<file path="src/rtl/amul_pkg.sv">
package amul_pkg;

  typedef enum logic [2:0] {
    CELL_EXACT     = 3'd0,
    CELL_OR_TRUNC  = 3'd1,
    CELL_NO_CORNER = 3'd2,
    CELL_SPLIT_TOP = 3'd3,
    CELL_XOR_TRUNC = 3'd4
  } cell_kind_e;

  // Codes above 4 fall back to the exact cell
  function automatic cell_kind_e kind_of(logic [2:0] code);
    case (code)
      3'd1:    return CELL_OR_TRUNC;
      3'd2:    return CELL_NO_CORNER;
      3'd3:    return CELL_SPLIT_TOP;
      3'd4:    return CELL_XOR_TRUNC;
      default: return CELL_EXACT;
    endcase
  endfunction

endpackage

</file>
<file path="src/rtl/amul_cell.sv">
module amul_cell #(
  parameter logic [2:0] MODE = 3'd0
) (
  input  logic [1:0] a2,
  input  logic [1:0] b2,
  output logic [3:0] res
);
  import amul_pkg::*;
  localparam cell_kind_e KIND = kind_of(MODE);

  logic p01, p10, p11;
  assign p01 = a2[0] & b2[1];
  assign p10 = a2[1] & b2[0];
  assign p11 = a2[1] & b2[1];

  generate
    case (KIND)
      CELL_OR_TRUNC: begin : g_or_trunc
        assign res = {1'b0, p11, p10 | p01, a2[0] & b2[0]};
      end
      CELL_NO_CORNER: begin : g_no_corner
        logic t;
        assign t   = p10 & p01;
        assign res = {t, p11 ^ t, p10 ^ p01, t};
      end
      CELL_SPLIT_TOP: begin : g_split_top
        logic p00;
        assign p00 = a2[0] & b2[0];
        assign res = {p11 & p00, p11 & ~p00, p10 | p01, p00};
      end
      CELL_XOR_TRUNC: begin : g_xor_trunc
        assign res = {1'b0, p11, p10 ^ p01, a2[0] & b2[0]};
      end
      default: begin : g_exact
        logic c;
        assign c   = p10 & p01;
        assign res = {p11 & c, p11 ^ c, p10 ^ p01, a2[0] & b2[0]};
      end
    endcase
  endgenerate

endmodule

</file>
<file path="src/rtl/amul_sum.sv">
module amul_sum #(
  parameter int W   = 16,
  parameter int CNT = 16
) (
  input  logic [W-1:0] terms [CNT],
  output logic [W-1:0] total
);
  always_comb begin
    total = '0;
    for (int k = 0; k < CNT; k++) begin
      total = total + terms[k];
    end
  end
endmodule

</file>
<file path="src/rtl/amul_recursive.sv">
module amul_recursive #(
  parameter int N = 8,
  parameter logic [3*(N/2)*(N/2)-1:0] CELL_MODES = '0
) (
  input  logic [N-1:0]   opnd_a,
  input  logic [N-1:0]   opnd_b,
  output logic [2*N-1:0] product
);
  localparam int H     = N / 2;
  localparam int CELLS = H * H;
  localparam int W     = 2 * N;

  logic [3:0]   cell_res [CELLS];
  logic [W-1:0] placed   [CELLS];

  for (genvar i = 0; i < H; i++) begin : g_row
    for (genvar j = 0; j < H; j++) begin : g_col
      localparam int K = i * H + j;
      amul_cell #(.MODE(CELL_MODES[3*K +: 3])) u_cell (
        .a2  (opnd_a[2*i +: 2]),
        .b2  (opnd_b[2*j +: 2]),
        .res (cell_res[K])
      );
      assign placed[K] = W'(cell_res[K]) << (2 * (i + j));
    end
  end

  amul_sum #(.W(W), .CNT(CELLS)) u_sum (
    .terms (placed),
    .total (product)
  );

endmodule

</file>
<file path="config.mk">
export PLATFORM = sky130hd
export DESIGN_NAME = amul_recursive
export DESIGN_NICKNAME = d
export VERILOG_FILES = /design/src/rtl/amul_pkg.sv /design/src/rtl/amul_cell.sv /design/src/rtl/amul_sum.sv /design/src/rtl/amul_recursive.sv
export SDC_FILE = /design/constraint.sdc
export NUM_CORES = 1
export LEC_CHECK = 0
export BUFFER_PORTS_ARGS = -buffer_cell sky130_fd_sc_hd__buf_2
export CORE_ASPECT_RATIO = 0.9
export CORE_MARGIN = 8
export CORE_UTILIZATION = 55
export DETAILED_ROUTE_END_ITERATION = 7
export PLACE_DENSITY = 0.76
export SLEW_MARGIN = 20
export SYNTH_ARGS = -nofsm -noshare
export SYNTH_HDL_FRONTEND = slang
export SYNTH_SLANG_ARGS = --single-unit
export TNS_END_PERCENT = 30
</file>
<file path="constraint.sdc">
create_clock -name vclk -period 11.25
set_input_delay 1.6875 -clock vclk [all_inputs]
set_output_delay 1.6875 -clock vclk [all_outputs]
set_load 0.02 [all_outputs]
</file>
==> results of run 1 <==
[worst paths after layout]
| kind | slack (ns) | from | cells past startpoint | end |
|---|---|---|---|---|
| max | 2.88 | opnd_b[0] | 21 | product[12] |
| min | 3.79 | opnd_b[0] | 3 | product[0] |
[tightest hold or removal path: stages]
cell	delay (ns)
sky130_fd_sc_hd__buf_2	0.14
sky130_fd_sc_hd__and2_1	0.13
sky130_fd_sc_hd__buf_2	0.15
[synthesized netlist by cell type]
master	instances
sky130_fd_sc_hd__ha_1	64
sky130_fd_sc_hd__inv_1	60
sky130_fd_sc_hd__and2_1	58
sky130_fd_sc_hd__fa_1	37
sky130_fd_sc_hd__nand2_1	9
sky130_fd_sc_hd__xnor2_1	9
sky130_fd_sc_hd__a21oi_1	5
sky130_fd_sc_hd__nor2_1	4
sky130_fd_sc_hd__a21o_1	3
sky130_fd_sc_hd__and3_4	2
sky130_fd_sc_hd__nand3_1	2
sky130_fd_sc_hd__o21ai_0	2
sky130_fd_sc_hd__o21ai_1	2
sky130_fd_sc_hd__a2111oi_4	1
sky130_fd_sc_hd__a21boi_0	1
sky130_fd_sc_hd__a41o_1	1
sky130_fd_sc_hd__and3_1	1
sky130_fd_sc_hd__clkbuf_1	1
sky130_fd_sc_hd__mux2i_1	1
sky130_fd_sc_hd__nand4_1	1
sky130_fd_sc_hd__nor2b_1	1
sky130_fd_sc_hd__o2111ai_1	1
sky130_fd_sc_hd__or3_1	1
sky130_fd_sc_hd__xor2_1	1
[cell type report]
cell class	instances	area, µm²	area share (%)
multi-input cells	207	2230	82.8
inverters	60	225	8.36
repair buffers	32	160	5.95
well taps	62	77.6	2.88
[power groups by stage]
stage / logic (mW) / registers, mW / clock network, mW
after floorplan: 0.311 / 0 / 0
after global placement: 0.403 / 0 / 0
after detailed placement: 0.410 / 0 / 0
after CTS: 0.413 / 0 / 0
after global routing: 0.460 / 0 / 0
final: 0.403 / 0 / 0
[placed cells by master, fill, tap and decap left out, types with 2 or more instances in the layout]
cell / n
sky130_fd_sc_hd__a21o_1: 3
sky130_fd_sc_hd__o21ai_0: 2
sky130_fd_sc_hd__fa_1: 37
sky130_fd_sc_hd__a21oi_1: 5
sky130_fd_sc_hd__and3_4: 2
sky130_fd_sc_hd__o21ai_1: 2
sky130_fd_sc_hd__nand2_1: 9
sky130_fd_sc_hd__inv_1: 60
sky130_fd_sc_hd__nand3_1: 2
sky130_fd_sc_hd__nor2_1: 4
sky130_fd_sc_hd__xnor2_1: 9
sky130_fd_sc_hd__ha_1: 64
sky130_fd_sc_hd__buf_2: 32
sky130_fd_sc_hd__and2_1: 58
[cell families (layout without fill, tap and decap cells)]
kind of cell | Yosys count | after routing | share of synthesized area [%]
and+or+nand+nor | 79 | 79 | 19.1
AOI/OAI and AO/OA | 16 | 16 | 4.94
muxes | 1 | 1 | 0.407
buffers and inverters | 61 | 92 | 9.31
adders and majority gates | 101 | 101 | 62.7
xor gates and xnor gates | 10 | 10 | 3.56
[per-layer routing]
| layer | global-route usage (%) | vias to the layer above | part of all wire (%) |
|---|---|---|---|
| met5 | 0 | - | 0 |
| met4 | 0 | 0 | 0 |
| met3 | 0.617 | 0 | 2.8 |
| met2 | 26.6 | 22 | 51 |
| met1 | 18.8 | 857 | 46 |
| li1 | - | 905 | - |
[per-stage QoR]
| step | hold slack, ns | utilization (%) | cell area, µm² | setup slack (ns) |
|---|---|---|---|---|
| after floorplan | 3.56 | - | 2460 | 3.29 |
| after global placement | 3.79 | 61.6 | 2690 | 2.95 |
| after detailed placement | 3.80 | 61.6 | 2690 | 2.86 |
| after CTS | 3.80 | 61.6 | 2690 | 2.85 |
| after global routing | 3.82 | 61.6 | 2690 | 2.62 |
| final | 3.79 | 61.6 | 2690 | 2.88 |
==> results by stage, run 1 <==
Finish:
- The number of flip-flops and latches is 0.
- The final layout contains 418 nets.
- Across the whole layout, storage elements account for 0 µm².
- The number of clock buffers in the layout is 0.
- Relative to the synthesized area, the layout overhead comes to 9.52%.
- The final standard cell count with taps included and fillers excluded is 361.
- The total inserted antenna cells is 0.
- Of the cells placed in the final design, the portion with a size suffix greater than 1 is 11.7%.
- Fill cells in the final layout number about 420.

Yosys:
- The number of instances in the synthesized netlist is 268.
- After synthesis, the netlist uses 24 different library cells.
- The largest total area in the synthesized netlist belongs to sky130_fd_sc_hd__ha_1.
- Of the post-synthesis cell area, the dominant cell type holds 32.6%.
- During synthesis, Yosys emitted a total of 0 warnings.
- In the post-synthesis netlist, the biggest area contributors are sky130_fd_sc_hd__ha_1, sky130_fd_sc_hd__fa_1, sky130_fd_sc_hd__and2_1.
- Dividing the synthesized area by the synthesized cell count gives 9.17 µm².
- Of the synthesized area, sequential elements account for 0%.
- The post-synthesis net count is 385.
- The synthesized cell area is 0.00246 mm².

Timing:
- The final setup violation count is 0.
- The pin slew with the least headroom to its limit is 0.363 ns.
- The post-route minimum period is 8.37 ns.
- The maximum achievable frequency is 0.120 GHz.
- Setup repair after global routing left no endpoint under its margin.
- The share of the clock period used by the worst path is around three quarters.
- The worst slew slack as a fraction of its limit is between 70 and 80%.
- For the final routed database, the setup TNS stands at 0 ns.
- The final-report hold violation count came to 0.
- The number of max-slew violations in the final report is 0.

Floorplan:
- The die boundary height is 79.4 µm.
- The initial cell density of the core is 56.2%.
- The die covers between 0.006 and 0.007 mm².
- 32 I/O pins were placed.
- The area of the core is 0.00437 mm².
- In this run the core area contains 23 standard-cell rows.
- Measured along the x axis, the die boundary spans between 80 and 90 µm.

Clock network:
- The post-CTS setup-driven buffer insertion count is 0.
- The count of hold buffers inserted by post-cts repair is 0.
- The number of gates resized after CTS is 0.

Worst setup path:
- The critical path contains buffers and inverters numbering 4 combined.
- On the critical path the largest part of the delay comes from adder cells.
- The critical path data required time is 9.56 ns.
- The setup path with the least slack is of type in2out.
- The slowest cell on the critical path is sky130_fd_sc_hd__fa_1.
- Walking the worst path, the cells encountered are buf_2 -> and2_1 -> ha_1 -> ha_1 -> ha_1 -> fa_1 -> xnor2_1 -> fa_1 -> fa_1 -> fa_1 -> inv_1 -> ha_1 -> ha_1 -> inv_1 -> fa_1 -> nor2b_1 -> o21ai_0 -> a21boi_0 -> mux2i_1 -> o2111ai_1 -> buf_2.
- The nature of the critical path startpoint is a primary input.
- The sort of element at the end of the critical path is an output port.
- In this run the worst path has a maximum fanout of 8.
- At the worst endpoint, the arrival time is 6.68 ns.
- The delay contributed by the slowest stage of the critical path is 0.52 ns.

Hold path:
- The worst hold path class is in2out.

Pwr:
- The clock share of power is 0%.
- The peak supply drop is roughly 0.21 mV.
- The power per cell area is 150 mW/mm².
- The leakage power is 1.55 nW.
- The completed layout was analyzed and its total power is 0.403 mW.
- Sequential cells account for 0% of the total power.
- In this run switching power makes up 59.0% of total power.
- Combinational cells account for 100.0% of the total power.
- The internal cell power is roughly 0.17 mW.
- The switching power total is between 0.2 and 0.25 mW.

Place:
- Routability-driven placement finished with a final weighted congestion of a little over 0.8.
- The detailed-placement wirelength estimate is 4250 µm.
- Buffers placed on the I/O ports in this run total 32.
- The number of placed cells counting well taps is 361.

Routing:
- The final routed wire length divided by cell count is 12.9 µm.
- The via count of the routed design is 1784.
- After detailed routing, the number of vias per cell comes to 4.94.
- The first detailed-routing pass ran for 4 iterations.
- The number of DRC markers in iteration 0 is 49.
- The number of design rule violations left after detail routing is 0.
- The total detailed-routing wirelength is 4670 µm.
- The antenna violation net count after detailed routing is 0.

Global route:
- Global routing consumed, over all layers together, 14.3% of the routing resources.
- The remaining global-route overflow is 0.
- The pin count of the biggest net entering global routing is 10.
- The via count of the first global-routing pass came to 1866.
- The global-route wire length before repair is about 8200 µm.
- The number of antenna violations at the first check in global routing was 0.

Job:
- The max-capacitance violation count is 0.

Run status:
- The run finished with clean final reports.
Note: power is estimated with default switching activity, not from simulation.
==> run 2: changes to the inputs <==
- ABC_AREA: not set -> 1
- PLACE_DENSITY: 0.76 -> 0.79
- clock period: 11.25 -> 7.6 ns (I/O delays scaled with it)
==> run 2 against run 1 <==
Sequential share of layout area stayed put. Via count grew 19%. First-iteration DRC count grew 86%. Count of clock-buffer cells in the layout stayed put. Wire length rose by 11%. Largest power group unchanged. Highest routed layer unchanged.
==> results by stage, run 2 <==
Run status:
- The run finished with clean final reports.

Place:
- The placer's final routability congestion estimate is 0.850.
- The detailed-placement wirelength estimate is about 4600 µm.
- During placement, the flow inserted port buffers numbering 32.

Timing:
- The smallest clock period supported by the final layout is computed as 6.82 ns.
- The pin slew with the least headroom to its limit is just over 0.2 ns.
- The final-report hold violation count is 0.
- Setup total negative slack on the finished layout was measured at 0 ns.
- The number of max-slew violations in the final report is 0.
- The worst hold slack is about 2.7 ns.
- The final setup violation count is 0.
- The worst slew slack as a fraction of its limit is between 80% and 90%.
- Setup repair after global routing left no endpoint under its margin.
- The final critical path takes up 89.7% of the cycle.
- Static timing analysis puts the maximum clock frequency at 0.147 GHz.

Routing:
- The total detailed-routing wirelength is 5170 µm.
- The antenna violation net count after detailed routing is 0.
- After detailed routing, the number of remaining DRC violations is 0.
- The per-cell via count in the routed design is 4.65.
- In the final routed layout, each cell accounts on average for 11.3 µm.
- In this run, the number of DRC markers left after iteration 0 of detailed routing was 91.
- Detailed routing inserted a total of 2125 vias.
- Before antenna repair, the detailed router went through 4 iterations.

Pwr:
- The portion of total power attributed to sequential cells is 0%.
- The combinational fraction of design power is 100.0%.
- The clock share of power is 0%.
- The peak supply drop is 0.163 mV.
- In this run switching power makes up 62.5% of total power.
- For this design the ratio of total power to cell area is around 220 mW/mm².
- Power comes to 0.626 mW.
- The switching power total is 0.391 mW.
- The leakage power is 2.12 nW.
- The internal power of the cells totals 0.235 mW.

Worst setup path:
- The worst setup path is captured at an output port.
- The worst-path maximum fanout is 8.
- The arrival time reported for the critical path endpoint is 5.68 ns.
- The worst setup path category is in2out.
- The worst setup path is launched from a primary input.
- STA puts the critical path data required time at 6.46 ns.

Global route:
- In the global route stage, overall resource usage came out at roughly 15%.
- Entering global routing, the biggest net connects 9 pins.
- The via count of the first global-routing pass was 2230.
- The number of antenna violations at the first check in global routing is 0.
- The first global-routing pass estimated 9280 µm of wire.
- For this run the aggregate overflow at the end of global routing stands at 0.

Hold path:
- The worst hold path begins at opnd_a[0].
- Counting instances, the worst hold path has a depth of 4.
- The worst hold path belongs to the class in2out.
- The path with the worst hold slack has its endpoint at product[0].

Yosys:
- The number of distinct library cells after synthesis is 22.
- Sorting the synthesized cells by area gives the leading types as sky130_fd_sc_hd__ha_1, sky130_fd_sc_hd__fa_1, sky130_fd_sc_hd__inv_1.
- The top cell type by area accounts for 29.9% of the synthesized area.
- The post-synthesis net count is 493.
- The synthesized netlist occupies a cell area of 0.00268 mm².
- The number of instances in the synthesized netlist is between 300 and 400.
- The mean cell area of the mapped netlist is about 7.1 µm².
- The commonest cells after synthesis are sky130_fd_sc_hd__inv_1, sky130_fd_sc_hd__nand2_1, sky130_fd_sc_hd__ha_1.
- The dominant cell type by area after synthesis is sky130_fd_sc_hd__ha_1.
- Among all cell types in the netlist, the one instantiated most often is sky130_fd_sc_hd__inv_1.
- The yosys synthesis warning count is 0.
- The post-synthesis sequential area ratio is 0%.

Floorplan:
- The region available for standard cell placement spans 0.00477 mm².
- The initial cell density of the core is 56.1%.
- The die boundary height is around 82 µm.
- The die covers 0.00736 mm².
- The number of top-level pins is 32.
- In this run the core area contains 24 standard-cell rows.
- From left edge to right edge, the die measures 89.5 µm.

Finish:
- The proportion of layout cells with a drive suffix above 1 is 10.5%.
- The area taken by flip-flops and latches is 0 µm².
- The most common cell after layout, fill and taps aside is sky130_fd_sc_hd__inv_1.
- From synthesis to final layout, the design area changed by 6.68%.
- The final layout contains a sequential cell count of 0.
- The number of filler instances in the final layout is 447.
- The total inserted antenna cells is 0.
- The area of the multi-input gates is about 0.0021 mm².
- The library cells used most frequently in the layout, excluding fill and tap cells, are sky130_fd_sc_hd__inv_1, sky130_fd_sc_hd__nand2_1, sky130_fd_sc_hd__ha_1.
- After layout, the clock buffer instance count stands at 0.
- In the final design database the tool counted 511 nets.

Clock network:
- The number of gates resized after CTS is 0.
- The count of hold buffers inserted by post-cts repair is 0.
- The post-CTS setup-driven buffer insertion count is 0.

Job:
- The max-capacitance violation count is 0.
## run 2: per-stage QoR
stage          area [µm²]  std cells  utilization (%)  worst slack, ns
2_1_floorplan        2680        376                -            0.971
3_3_place_gp         2860        457             59.8            0.807
3_5_place_dp         2860        457             59.8            0.769
4_1_cts              2860        457             59.8            0.753
5_1_grt              2860        457             59.8            0.470
6_report             2860        457             59.8            0.780
## run 2: cells by family after synthesis
kind of cell / after synthesis / synth area share, %
AO/OA/AOI/OAI: 9 / 2.57
adder cells (fa/ha/maj): 101 / 57.6
XOR/XNOR: 6 / 1.96
buffers and inverters: 142 / 20.0
AND/OR/NAND/NOR: 118 / 17.9
## run 2: area by class of cell
| type | instances | share of cell area (%) |
|---|---|---|
| Timing Repair Buffer | 32 | 5.61 |
| Inverter | 126 | 16.6 |
| Multi-Input combinational cell | 234 | 75.0 |
| Tap cell | 65 | 2.85 |
## run 2: worst max path at each step
stage,startpoint,end,cells after the start
final,opnd_b[0],product[14],22
after global routing,opnd_b[0],product[12],22
after CTS,opnd_b[0],product[14],22
after detailed placement,opnd_b[0],product[14],22
after global placement,opnd_b[0],product[14],22
after floorplan,opnd_a[1],product[10],18
## run 2: critical path, stage by stage
cell	delay, ns
sky130_fd_sc_hd__buf_2	0.15
sky130_fd_sc_hd__nand2_1	0.08
sky130_fd_sc_hd__inv_1	0.04
sky130_fd_sc_hd__ha_1	0.19
sky130_fd_sc_hd__ha_1	0.28
sky130_fd_sc_hd__ha_1	0.22
sky130_fd_sc_hd__fa_1	0.40
sky130_fd_sc_hd__xnor2_1	0.17
sky130_fd_sc_hd__fa_1	0.45
sky130_fd_sc_hd__fa_1	0.42
sky130_fd_sc_hd__fa_1	0.51
sky130_fd_sc_hd__inv_1	0.04
sky130_fd_sc_hd__ha_1	0.27
sky130_fd_sc_hd__ha_1	0.19
sky130_fd_sc_hd__inv_1	0.08
sky130_fd_sc_hd__fa_1	0.42
sky130_fd_sc_hd__o21ai_2	0.23
sky130_fd_sc_hd__nand2_1	0.10
sky130_fd_sc_hd__nand2_1	0.07
sky130_fd_sc_hd__nand2_1	0.04
sky130_fd_sc_hd__nand2_1	0.04
sky130_fd_sc_hd__buf_2	0.15
## run 2: layer usage
layer | up-vias | GRT usage [%] | part of all wire [%]
met4 | 0 | 0 | 0
met3 | 0 | 0.396 | 3.4
li1 | 1105 | - | -
met5 | - | 0 | 0
met2 | 32 | 29.6 | 52
met1 | 988 | 19.5 | 45
## run 2: power groups by stage
stage / registers (mW) / clock network (mW) / logic, mW
after floorplan: 0 / 0 / 0.489
after global placement: 0 / 0 / 0.627
after detailed placement: 0 / 0 / 0.634
after CTS: 0 / 0 / 0.641
after global routing: 0 / 0 / 0.710
final: 0 / 0 / 0.626
==> run 3: changes to the inputs <==
==> constraint.sdc (replaced) <==
create_clock -name vclk -period 7.6
set_input_delay 1.14 -clock vclk [all_inputs]
set_output_delay 1.14 -clock vclk [all_outputs]
set_load 0.1 [all_outputs]
==> run 3 against run 2 <==
Utilization rose by 0.16 points. Via count is 1.6% higher. Die area is the same. Global-route usage increased by 0.18 points. Fmax shrank 4.4%. Sequential share of layout area unchanged. Count of clock-buffer cells in the layout did not move. Worst hold slack improved by 0.14 ns. Cell count unchanged. First-iteration DRC count rose by 120%. Critical path depth did not move. Cell area grew 0.26%.
==> results by stage, run 3 (same netlist as run 2, synthesis figures left out) <==
Global route:
- The via count of the first global-routing pass came to 2201.
- The first global-routing pass estimated 9210 µm of wire.
- The total overflow left after global routing is 0.
- For this run, global-route usage on met3 was measured as less than 1%.
- The number of antenna violations at the first check in global routing is 0.
- Global routing consumed, on the met2 layer, 29.6% of the routing resources.
- The global routing usage summed across all routing layers is 15.5%.
- The layer with the highest usage after global routing is met2.
- Entering global routing, the biggest net connects 9 pins.
- For this run, global-route usage on met1 was measured as 19.0%.

Floorplan:
- The die boundary height is 82.2 µm.
- The number of top-level pins is 32.
- The area of the core is about 0.0048 mm².
- The die is 89.5 µm wide.
- The initialized floorplan defines 24 standard-cell rows.
- The initial cell density of the core is 56.1%.
- The die area is 0.00736 mm².

Worst setup path:
- At the worst endpoint, the arrival time is 5.99 ns.
- The worst setup path is launched from a primary input.
- Of all nets on the critical path, the largest fanout is 8.
- The sort of element at the end of the critical path is an output port.
- The worst setup path category is in2out.
- At the worst endpoint, the required time is 6.46 ns.

Finish:
- The number of clock buffers in the layout is 0.
- The proportion of layout cells with a drive suffix above 1 is 10.7%.
- 0 antenna diodes ended up in the layout.
- For this run, the post-layout net count is 511.
- Across the whole layout, storage elements account for 0 µm².
- The most common cell after layout, fill and taps aside is sky130_fd_sc_hd__inv_1.
- After filler insertion, the fill cell instance count of the layout stands at 443.
- Once layout is complete, the utilization of the core stands at 60.0%.
- The number of flip-flops and latches is 0.
- Compared with the post-synthesis result, the final layout area differs by 6.96%.
- Leaving out fill and tap cells, the most frequent cells in the layout are sky130_fd_sc_hd__inv_1, sky130_fd_sc_hd__nand2_1, sky130_fd_sc_hd__ha_1.

Routing:
- The total detailed-routing wirelength is 5360 µm.
- The number of design rule violations left after detail routing is 0.
- The antenna violation net count after detailed routing is 0.
- The first routing iteration left 200 violations.
- The routed layout has 2159 vias.
- Dividing the detail-routed via count by the number of cells gives 4.72.
- The final routed wire length divided by cell count is 11.7 µm.
- The number of iterations in the first detailed-routing pass is 4.

Timing:
- For this run, the top clock speed supported by timing is 0.140 GHz.
- The worst slew slack as a fraction of its limit is 67.3%.
- The final setup violation count is 0.
- The final-layout setup total negative slack is 0 ns.
- After layout, the worst path uses 93.8% of the clock period.
- The pin slew with the least headroom to its limit is 0.494 ns.
- The final-report hold violation count came to 0.
- Setup repair after global routing left no endpoint under its margin.
- The post-route minimum period is just over 7 ns.
- The number of max-slew violations in the final report is 0.

Job:
- The max-capacitance violation count is 0.

Place:
- The count of port buffers added during placement is 32.
- The placer's final routability congestion estimate is 0.824.
- After legalization and detailed placement, the total HPWL measured 4910 µm.

Clock network:
- The count of hold buffers inserted by post-cts repair is 0.
- The post-CTS setup-driven buffer insertion count is 0.
- Post-CTS repair changed the size of 0 cells.

Run status:
- The flow ran to the end, and the final reports show no timing, DRC or antenna violations.

Hold path:
- The worst hold path class is in2out.
-- run 3: critical path, cell delays in order --
cell                      delay [ns]
sky130_fd_sc_hd__buf_2          0.15
sky130_fd_sc_hd__nand2_1        0.08
sky130_fd_sc_hd__inv_1          0.04
sky130_fd_sc_hd__ha_1           0.19
sky130_fd_sc_hd__ha_1           0.27
sky130_fd_sc_hd__ha_1           0.22
sky130_fd_sc_hd__fa_1           0.41
sky130_fd_sc_hd__xnor2_1        0.17
sky130_fd_sc_hd__fa_1           0.45
sky130_fd_sc_hd__fa_1           0.42
sky130_fd_sc_hd__fa_1           0.51
sky130_fd_sc_hd__inv_1          0.04
sky130_fd_sc_hd__ha_1           0.27
sky130_fd_sc_hd__ha_1           0.20
sky130_fd_sc_hd__inv_1          0.09
sky130_fd_sc_hd__fa_1           0.42
sky130_fd_sc_hd__o21ai_2        0.24
sky130_fd_sc_hd__nand2_1        0.10
sky130_fd_sc_hd__nand2_1        0.07
sky130_fd_sc_hd__nand2_1        0.05
sky130_fd_sc_hd__nand2_1        0.05
sky130_fd_sc_hd__buf_2          0.42
-- run 3: metal layers --
layer / vias up / share of wire [%]
met5: - / 0
met4: 0 / 0.82
met3: 4 / 4.2
met2: 49 / 52
met1: 1001 / 43
li1: 1105 / -
-- run 3: area by class of cell --
cell class                 instances  area (µm²)  share of cell area (%)
timing repair buffer              32         160                    5.59
inverter                         126         473                    16.5
tap                               65        81.3                    2.84
multi-input combinational        234        2150                    75.1
-- run 3: final timing paths --
check  startpoint          end  slack [ns]  cells after the start
max     opnd_b[0]  product[12]        0.47                     22
min     opnd_a[0]   product[0]        2.80                      4
-- run 3: stage by stage --
| stage | area, µm² | hold slack, ns | worst slack, ns | instances |
|---|---|---|---|---|
| 3_3_place_gp | 2860 | 2.79 | 0.500 | 457 |
| 2_1_floorplan | 2690 | 2.83 | -0.0442 | 376 |
| 5_1_grt | 2860 | 2.83 | 0.145 | 457 |
| 6_report | 2860 | 2.80 | 0.468 | 457 |
| 3_5_place_dp | 2860 | 2.80 | 0.444 | 457 |
| 4_1_cts | 2860 | 2.80 | 0.444 | 457 |
Power of run 3 is left out: the tool's default activity adds up to more than one toggle a clock period on the data nets, which glitch-free logic cannot reach.
